--- config.mk ---
export PLATFORM = sky130hd
export DESIGN_NAME = cam_addr_out_ctl
export DESIGN_NICKNAME = d
export VERILOG_FILES = /design/src/rtl/cam_aoc_pkg.sv /design/src/rtl/cam_aoc_edge.sv /design/src/rtl/cam_aoc_route.sv /design/src/rtl/cam_aoc_match.sv /design/src/rtl/cam_addr_out_ctl.sv
export SDC_FILE = /design/constraint.sdc
export NUM_CORES = 1
export LEC_CHECK = 0
export BUFFER_PORTS_ARGS = -buffer_cell sky130_fd_sc_hd__buf_2
export CORE_MARGIN = 5
export CORE_UTILIZATION = 45
export DETAILED_ROUTE_END_ITERATION = 6
export PLACE_DENSITY = 0.72
export REMOVE_ABC_BUFFERS = 1
export SLEW_MARGIN = 20
export SYNTH_ARGS = -nofsm -noshare
export SYNTH_HDL_FRONTEND = slang
export SYNTH_SLANG_ARGS = --single-unit
--- constraint.sdc ---
create_clock -name clk -period 1.74 [get_ports clk]
set_clock_uncertainty 0.05 [all_clocks]
set_input_delay 0.087 -clock clk [delete_from_list [all_inputs] [get_ports clk]]
set_output_delay 0.087 -clock clk [all_outputs]
set_load 0.005 [all_outputs]
--- src/rtl/cam_aoc_pkg.sv ---
`timescale 1ns/1ps
package cam_aoc_pkg;

   localparam int CYC_W = 3;

   typedef enum logic [CYC_W-1:0] {
      CYC_IDLE  = 3'd0,
      CYC_NFA   = 3'd1,
      CYC_CAM   = 3'd2,
      CYC_TBL   = 3'd3,
      CYC_BCAST = 3'd4,
      CYC_CMP   = 3'd5,
      CYC_HPM   = 3'd6,
      CYC_RSV   = 3'd7
   } cyc_e;

   // source of the visible bus value
   typedef enum logic {
      SRC_LATCH = 1'b0,
      SRC_MATCH = 1'b1
   } src_e;

   function automatic logic cyc_moves_addr(cyc_e c);
      return (c != CYC_IDLE) && (c != CYC_RSV);
   endfunction

endpackage

--- src/rtl/cam_aoc_edge.sv ---
`timescale 1ns/1ps
// Detects the sampled falling and rising transitions of the cycle enable.
module cam_aoc_edge (
   input  logic clk,
   input  logic rst_n,
   input  logic e_n,
   output logic e_fall,
   output logic e_rise
);
   logic e_q;

   always_ff @(posedge clk) begin
      if (!rst_n) e_q <= 1'b1;
      else        e_q <= e_n;
   end

   assign e_fall = e_q & ~e_n;
   assign e_rise = ~e_q & e_n;
endmodule

--- src/rtl/cam_aoc_route.sv ---
`timescale 1ns/1ps
// Decodes one cycle into the bus value it would publish and who owns it.
module cam_aoc_route
   import cam_aoc_pkg::*;
#(
   parameter int BUS_W = 16
) (
   input  cyc_e             cyc,
   input  logic [BUS_W-1:0] acc_addr,
   input  logic             wr_here,
   input  logic             dev_sel,
   input  logic             sys_full,
   input  logic             lowest_cfg,
   output logic [BUS_W-1:0] nxt_val,
   output logic             nxt_own,
   output src_e             nxt_src,
   output logic             nxt_touch
);
   localparam logic [BUS_W-1:0] FULL_FILL = {BUS_W{1'b1}};

   always_comb begin
      nxt_val   = acc_addr;
      nxt_own   = 1'b0;
      nxt_src   = SRC_LATCH;
      nxt_touch = cyc_moves_addr(cyc);
      unique case (cyc)
         CYC_NFA: begin
            if (sys_full) begin
               nxt_val = FULL_FILL;
               nxt_own = lowest_cfg;
            end else begin
               nxt_own = wr_here;
            end
         end
         CYC_CAM:   nxt_own = dev_sel;
         CYC_TBL:   nxt_own = lowest_cfg;
         CYC_BCAST: nxt_own = 1'b1;
         CYC_CMP,
         CYC_HPM:   nxt_src = SRC_MATCH;
         default:   nxt_own = 1'b0;
      endcase
   end
endmodule

--- src/rtl/cam_aoc_match.sv ---
`timescale 1ns/1ps
// Holds the compare result; follows the chain inputs while the window is open.
module cam_aoc_match #(
   parameter int BUS_W = 16,
   parameter int NFLAG = 3
) (
   input  logic             clk,
   input  logic             rst_n,
   input  logic             e_fall,
   input  logic             open_win,
   input  logic [NFLAG-1:0] live_flag,
   input  logic [BUS_W-1:0] live_addr,
   input  logic             live_win,
   output logic [NFLAG-1:0] eff_flag,
   output logic [BUS_W-1:0] eff_addr,
   output logic             eff_win
);
   logic             follow_q;
   logic [BUS_W-1:0] addr_q;
   logic             win_q;

   always_ff @(posedge clk) begin
      if (!rst_n)        follow_q <= 1'b0;
      else if (e_fall)   follow_q <= 1'b0;
      else if (open_win) follow_q <= 1'b1;
   end

   always_ff @(posedge clk) begin
      if (!rst_n) begin
         addr_q <= '0;
         win_q  <= 1'b0;
      end else if (follow_q) begin
         addr_q <= live_addr;
         win_q  <= live_win;
      end
   end

   for (genvar i = 0; i < NFLAG; i++) begin : g_flag
      logic hold_q;
      always_ff @(posedge clk) begin
         if (!rst_n)        hold_q <= 1'b0;
         else if (follow_q) hold_q <= live_flag[i];
      end
      assign eff_flag[i] = follow_q ? live_flag[i] : hold_q;
   end

   assign eff_addr = follow_q ? live_addr : addr_q;
   assign eff_win  = follow_q ? live_win  : win_q;
endmodule

--- src/rtl/cam_addr_out_ctl.sv ---
`timescale 1ns/1ps
module cam_addr_out_ctl
   import cam_aoc_pkg::*;
#(
   parameter int PAGE_W = 4,
   parameter int LOC_W  = 12,
   localparam int BUS_W = PAGE_W + LOC_W
) (
   input  logic             clk,
   input  logic             rst_n,
   input  logic             e_n,
   input  logic             oe_n,
   input  logic [CYC_W-1:0] cyc_type,
   input  logic [BUS_W-1:0] acc_addr,
   input  logic             wr_here,
   input  logic             dev_sel,
   input  logic             sys_full,
   input  logic             lowest_cfg,
   input  logic [BUS_W-1:0] mtc_addr,
   input  logic             mtc_win,
   input  logic             cmp_mv,
   input  logic             cmp_mf,
   input  logic             cmp_mm,
   output logic [BUS_W-1:0] bus_val,
   output logic             bus_oe,
   output logic             mv_n,
   output logic             mf_n,
   output logic             mm_n
);
   localparam int NFLAG = 3;

   if (PAGE_W < 1 || PAGE_W > 8) begin : g_bad_page
      $error("cam_addr_out_ctl: PAGE_W out of range");
   end
   if (LOC_W < 4 || LOC_W > 24) begin : g_bad_loc
      $error("cam_addr_out_ctl: LOC_W out of range");
   end

   logic e_fall, e_rise;

   cam_aoc_edge u_edge (
      .clk    (clk),
      .rst_n  (rst_n),
      .e_n    (e_n),
      .e_fall (e_fall),
      .e_rise (e_rise)
   );

   logic [BUS_W-1:0] nxt_val;
   logic             nxt_own;
   src_e             nxt_src;
   logic             nxt_touch;

   cam_aoc_route #(.BUS_W(BUS_W)) u_route (
      .cyc        (cyc_e'(cyc_type)),
      .acc_addr   (acc_addr),
      .wr_here    (wr_here),
      .dev_sel    (dev_sel),
      .sys_full   (sys_full),
      .lowest_cfg (lowest_cfg),
      .nxt_val    (nxt_val),
      .nxt_own    (nxt_own),
      .nxt_src    (nxt_src),
      .nxt_touch  (nxt_touch)
   );

   // captured at the fall of e_n
   cyc_e             pend_cyc;
   logic [BUS_W-1:0] pend_val;
   logic             pend_own;
   src_e             pend_src;
   logic             pend_touch;

   always_ff @(posedge clk) begin
      if (!rst_n) begin
         pend_cyc   <= CYC_IDLE;
         pend_val   <= '0;
         pend_own   <= 1'b0;
         pend_src   <= SRC_LATCH;
         pend_touch <= 1'b0;
      end else if (e_fall) begin
         pend_cyc   <= cyc_e'(cyc_type);
         pend_val   <= nxt_val;
         pend_own   <= nxt_own;
         pend_src   <= nxt_src;
         pend_touch <= nxt_touch;
      end
   end

   // published at the rise of e_n
   logic [BUS_W-1:0] addr_q;
   logic             own_q;
   src_e             src_q;

   always_ff @(posedge clk) begin
      if (!rst_n) begin
         addr_q <= '0;
         own_q  <= 1'b0;
         src_q  <= SRC_LATCH;
      end else if (e_rise && pend_touch) begin
         addr_q <= pend_val;
         own_q  <= pend_own;
         src_q  <= pend_src;
      end
   end

   logic             open_win;
   logic [NFLAG-1:0] eff_flag;
   logic [BUS_W-1:0] eff_addr;
   logic             eff_win;

   assign open_win = e_rise && (pend_cyc == CYC_CMP);

   cam_aoc_match #(.BUS_W(BUS_W), .NFLAG(NFLAG)) u_match (
      .clk       (clk),
      .rst_n     (rst_n),
      .e_fall    (e_fall),
      .open_win  (open_win),
      .live_flag ({cmp_mm, cmp_mf, cmp_mv}),
      .live_addr (mtc_addr),
      .live_win  (mtc_win),
      .eff_flag  (eff_flag),
      .eff_addr  (eff_addr),
      .eff_win   (eff_win)
   );

   logic owner;
   assign owner   = (src_q == SRC_MATCH) ? eff_win  : own_q;
   assign bus_val = (src_q == SRC_MATCH) ? eff_addr : addr_q;
   assign bus_oe  = owner & ~oe_n;
   assign mv_n    = ~eff_flag[0];
   assign mf_n    = ~eff_flag[1];
   assign mm_n    = ~eff_flag[2];
endmodule

# Word-level counts from Yosys, hierarchy flattened
# Cells that the tools add are included.
# Widths: inputs -> output; s select.
word_totals:
  register_bits: 62
  inputBits: 47
  elab_cells: 51
classes:
  muxes: 12
  bitwise_logic: 10
  n_reduce_logical: 6
  n_eq_ne: 8
op_table:
  columns: ["operator", "count"]
  rows:
  - ["$mux 16", 4]
  - ["$eq 3x3->1 const B", 4]
  - ["$mux 1", 7]
  - ["$not 1->1", 7]
  - ["$eq 3x2->1 const B", 2]
  - ["$pmux 1 s4", 1]
  - ["$reduce_or 2->1", 2]
  - ["$and 1x1->1", 3]
  - ["$eq 3x1->1 const B", 1]
  - ["$logic_and 1x1->1", 3]
  - ["$ne 3x3->1 const B", 1]
  - ["$reduce_bool 3->1", 1]

# Depth between registers and ports, before layout
logic_depth:
  depth_word: 3
  mapped_depth: 5
  depth_no_buf: 3

# Cells and area by module
# From an unflattened synthesis, not the netlist that was laid out.
unflattened:
  hier_cells: 279
  hier_area_um2: 2979.1
modules_own_cells:
  columns: ["mod", "n_inst", "cells_per_inst", "area_per_inst_um2", "seq_area_each_um2"]
  rows:
  - ["cam_addr_out_ctl", 1, 178, 1839.3, 800.8]
  - ["cam_aoc_match", 1, 67, 888.4, 420.4]
  - ["cam_aoc_route", 1, 30, 212.7, 0.0]
  - ["cam_aoc_edge", 1, 4, 38.8, 20.0]

# Least setup slack after synthesis
# No wires, ideal clock.
synth_path:
  kind: "register -> register"
  start: "register u_edge.e_q"
  end: "register pend_val[10]"
  stages_incl_launch_ff: 5
  required_time_ns: 1.571
  slack_ns: 0.506
  period_less_slack_ns: 1.234
  arrival_ns: 1.065
  path_buffers: 1
  cell_sequence: "dfxtp_1 > and2b_1 > o41ai_4 > buf_6 > o221a_2"
synth_via:
  elab_chain_cells: 1
synth_lines:
  columns: ["element", "line_no", "source"]
  rows:
  - ["start, declared", "cam_aoc_edge.sv:10", "logic e_q;"]
  - ["start signal, assigned", "cam_aoc_edge.sv:14", "else e_q <= e_n;"]
  - ["$and 1x1->1", "cam_aoc_edge.sv:17", "assign e_fall = e_q & ~e_n;"]
  - ["end signal, assigned", "cam_addr_out_ctl.sv:83", "pend_val <= nxt_val;"]
  - ["end, declared", "cam_addr_out_ctl.sv:69", "logic [BUS_W-1:0] pend_val;"]
# No other way between the ends.
# A chain may end at the register's enable or synchronous reset.

# Worst setup path in the final report
layout_path:
  start: "input port e_n"
  end: "register pend_val[4]"
layout_via:
  elab_chain_cells: 2
layout_lines:
  columns: ["element", "line_no", "source"]
  rows:
  - ["start, declared", "cam_addr_out_ctl.sv:11", "input logic e_n,"]
  - ["$not 1->1", "cam_aoc_edge.sv:17", null]
  - ["$and 1x1->1", "cam_aoc_edge.sv:17", null]
# No other way between the ends.

==> results_dict.tcl <==
set metrics [dict create \
    status "completed" \
    minimum_setup_slack_among_reg_to_reg_paths_ns 0.25 \
    peakVddDrop_v 0.000426 \
    min-delay-path-class "input pin to flop" \
    post_route_cells_drive_above_1_share_pct 29.0 \
    hold_violations 0 \
    largest_family_of_logic_cells_by_synthesized_area "compound AO/OA/AOI/OAI gates" \
    yosysWarnings 0 \
    final_common_cell "sky130_fd_sc_hd__buf_2" \
    hold_path_end "u_match.addr_q[14]" \
    max-cap-violations 0 \
    grt_util_all_layers_pct 16.7 \
    ys_ff_latch 62 \
    grt_start_max_net_pins 46 \
    maxSlewViolCount 0 \
    via_count_of_the_first_global_routing_pass 2162 \
    final_cell_count_no_fill 438 \
    clock_latency_late_sink_ns 0.32 \
    remaining_drc_errors 0 \
    report.power.total_mw 2.80 \
    dp_hpwl_um 3750 \
    power.share.combinational_pct 9.3 \
    share_of_the_cycle_needed_by_the_critical_path_after_routing_pct 92.5 \
    holdWs_ns 0.0166 \
    setup_violations 0 \
    relSlewSlack_pct 42.4 \
    tritoncts "yes" \
    slew_at_the_pin_closest_to_its_max_slew_limit_ns 0.860 \
    leakagePower_nw 1.36 \
    floorplan.core_area_mm2 0.00547 \
    grt_pass1_wl_um 9760 \
    cts_root_buf "sky130_fd_sc_hd__clkbuf_8" \
    htreeDepth 3 \
    design.die.area_mm2 0.00723 \
    synth_cell_type_count 31 \
    mappedNetlistArea_mm2 0.00253 \
    route.antenna.remaining_nets 0 \
    dieWidth_um 85 \
    initial_core_util_pct 46.3 \
    cts-buffers-inserted 9 \
    floorplan.io_pins 67 \
    chipHeight_um 85 \
    timing.setup.critical_path_class "input pin to flop" \
    syn_area_per_cell_um2 9.52 \
    timing.fmax_mhz 621 \
    p_seq_share_pct 53.0 \
    cts.sink_count 62 \
    timing.critical_path.from_type "input pin" \
    synth_area_in_compound_gates_pct 19.9 \
    timing.rr.end "pend_val[4]" \
    rsz0062_at_grt "false" \
    area_growth_syn_to_layout_pct 35.3 \
    cts_resized 0 \
    routed_wl_um 5740 \
    internal_power_mw 2.18 \
    place_congestion 0.785 \
    gr-total-overflow 0 \
    top_library_cells_by_usage_in_the_layout_fill_and_taps_aside "sky130_fd_sc_hd__buf_2 (66), sky130_fd_sc_hd__dfxtp_1 (62), sky130_fd_sc_hd__nand2_1 (45), sky130_fd_sc_hd__dlygate4sd3_1 (33), sky130_fd_sc_hd__a21boi_0 (23)" \
    crit_path_max_fanout 16 \
    final_core_utilization_pct 62.6 \
    post_synth_inst_count 266 \
    setup_total_negative_slack_ns 0 \
    drt_iter0_markers 126 \
    rows 27 \
    synthAdderAreaFrac_pct 0 \
    drt_first_pass_iters 4 \
    post_synth_xor_area_fraction_pct 0.346 \
    post_synth_mux_area_share_pct 8.35 \
    synth_sequential_area_ratio_pct 49.0 \
    timing.hold.worst.start "mtc_addr[14]" \
    rr_startpoint "u_edge.e_q" \
    end_kind "flop" \
    power_switching_uw 614 \
    post_synth_and_or_nand_nor_area_fraction_pct 17.8 \
    detailroute.via_count 2158 \
    worstRegToRegCells 3 \
    portBuffers 66 \
    antennaDiodeCount 0 \
    worst_ep_arrival_time_ns 1.77 \
    clk_transition_reported_paths_ns 0.06 \
    power_frac_clock_pct 37.7 \
    number_of_vias_per_cell 4.93 \
    power.density_cell_area_mw_per_mm2 817 \
    post_dr_wirelength_cell_um 13.1 \
    hold-path-cell-count 3 \
    grt_antenna_before_repair 0 \
    num-nets-final 411 \
    final_period_minus_worst_setup_slack_ns 1.61 \
    dpl.cell_count 392 \
    critPathRequiredTime_ns 1.90 \
    cts-root-to-sink-buffers 2 \
    power.switching_fraction_pct 21.9 \
]
==> timing repair <==
item | 4_1_cts | 5_1_grt
setup endpoints to repair | 0 | 0
endpoints found under the hold margin | 32 | 1
buffers inserted | 0 | 0
hold buffers | 32 | 1
==> through the flow <==
stage / setup slack [ns] / area [um2]
finish: 0.131 / 3430
detailed placement: 0.148 / 2930
global placement: 0.185 / 2930
global route: 0.0112 / 3430
floorplan: 0.162 / 2430
CTS: 0.101 / 3420
==> how the worst max path moves through the flow <==
stage	start	slack [ns]	end
detailed placement	cyc_type[0]	0.15	pend_val[4]
global placement	cyc_type[0]	0.19	pend_val[5]
global route	e_n	0.01	pend_val[15]
finish	e_n	0.13	pend_val[4]
CTS	e_n	0.10	pend_val[4]
floorplan	u_edge.e_q	0.16	pend_val[0]
==> cell type report <==
type                       count  area, um2
fill                         497       2050
sequential                    62       1240
multi-input combinational    180       1170
timing repair buffer         109        748
clock buffer                  11        151
tap                           72       90.1
clock inverter                 2       10.0
inverter                       2       10.0
==> worst max-delay path: stages <==
cell                            delay (ns)
sky130_fd_sc_hd__dlygate4sd3_1        0.53
sky130_fd_sc_hd__buf_2                0.15
sky130_fd_sc_hd__and2b_1              0.41
sky130_fd_sc_hd__o41ai_4              0.28
sky130_fd_sc_hd__o221a_2              0.31
==> cells by family (layout without fill, tap and decap cells) <==
kind of cell    count (synthesis)  after routing
simple gates                   96             96
compound gates                 62             62
flops                          62             62
buf+inv                        24            124
mux                            21             21
xor+xnor                        1              1
==> flip-flops by register name, indices dropped and copies added, names as in the netlist <==
name and count:
addr_q 16, u_match.addr_q 16, pend_src 1, u_match.win_q 1
pend_cyc 3, u_match.g_flag.hold_q 3, pend_touch 1, u_edge.e_q 1
src_q 1, pend_val 16, own_q 1, pend_own 1
u_match.follow_q 1
==> Yosys cell counts, drive strengths merged <==
cell / instances / share of area (%)
o2bb2ai: 1 / 0.35
or3: 1 / 0.30
o41ai: 1 / 1.1
nor2: 18 / 2.7
a211oi: 1 / 0.30
dfxtp: 62 / 49
nand2: 45 / 6.7
mux2: 1 / 0.44
mux2i: 20 / 7.9
a21boi: 23 / 6.8
inv: 2 / 0.40
nand3: 3 / 0.59
nor2b: 20 / 4.9
and2b: 1 / 0.30
clkbuf: 14 / 2.1
o21ai: 1 / 0.20
a21oi: 17 / 3.4
a31oi: 1 / 0.25
nand4b: 1 / 0.35
buf: 8 / 2.1
a211o: 1 / 0.40
or3b: 1 / 0.35
xor2: 1 / 0.35
nand3b: 2 / 0.59
o221a: 16 / 7.1
and2: 1 / 0.25
and3b: 1 / 0.35
nand2b: 2 / 0.49
==> power by group through the flow <==
stage                     Clock (mW)  Combinational [mW]  Sequential (mW)
final                           1.05               0.261             1.48
after global routing            1.16               0.290             1.49
after CTS                       1.07               0.261             1.48
after detailed placement           0               0.205             1.51
after global placement             0               0.201             1.51
after floorplan                    0              0.0941             1.51
==> per-layer routing <==
layer | share of wire, % | global-route usage, % | wire length [um] | vias to the layer above
met5 | 0 | 0 | 0 | -
met4 | 1.0 | 5.61 | 59 | 0
met3 | 7.3 | 5.34 | 421 | 8
met2 | 46 | 27.0 | 2630 | 65
met1 | 46 | 20.9 | 2620 | 980
li1 | - | - | - | 1105
Note: power is estimated with default switching activity, not from simulation.
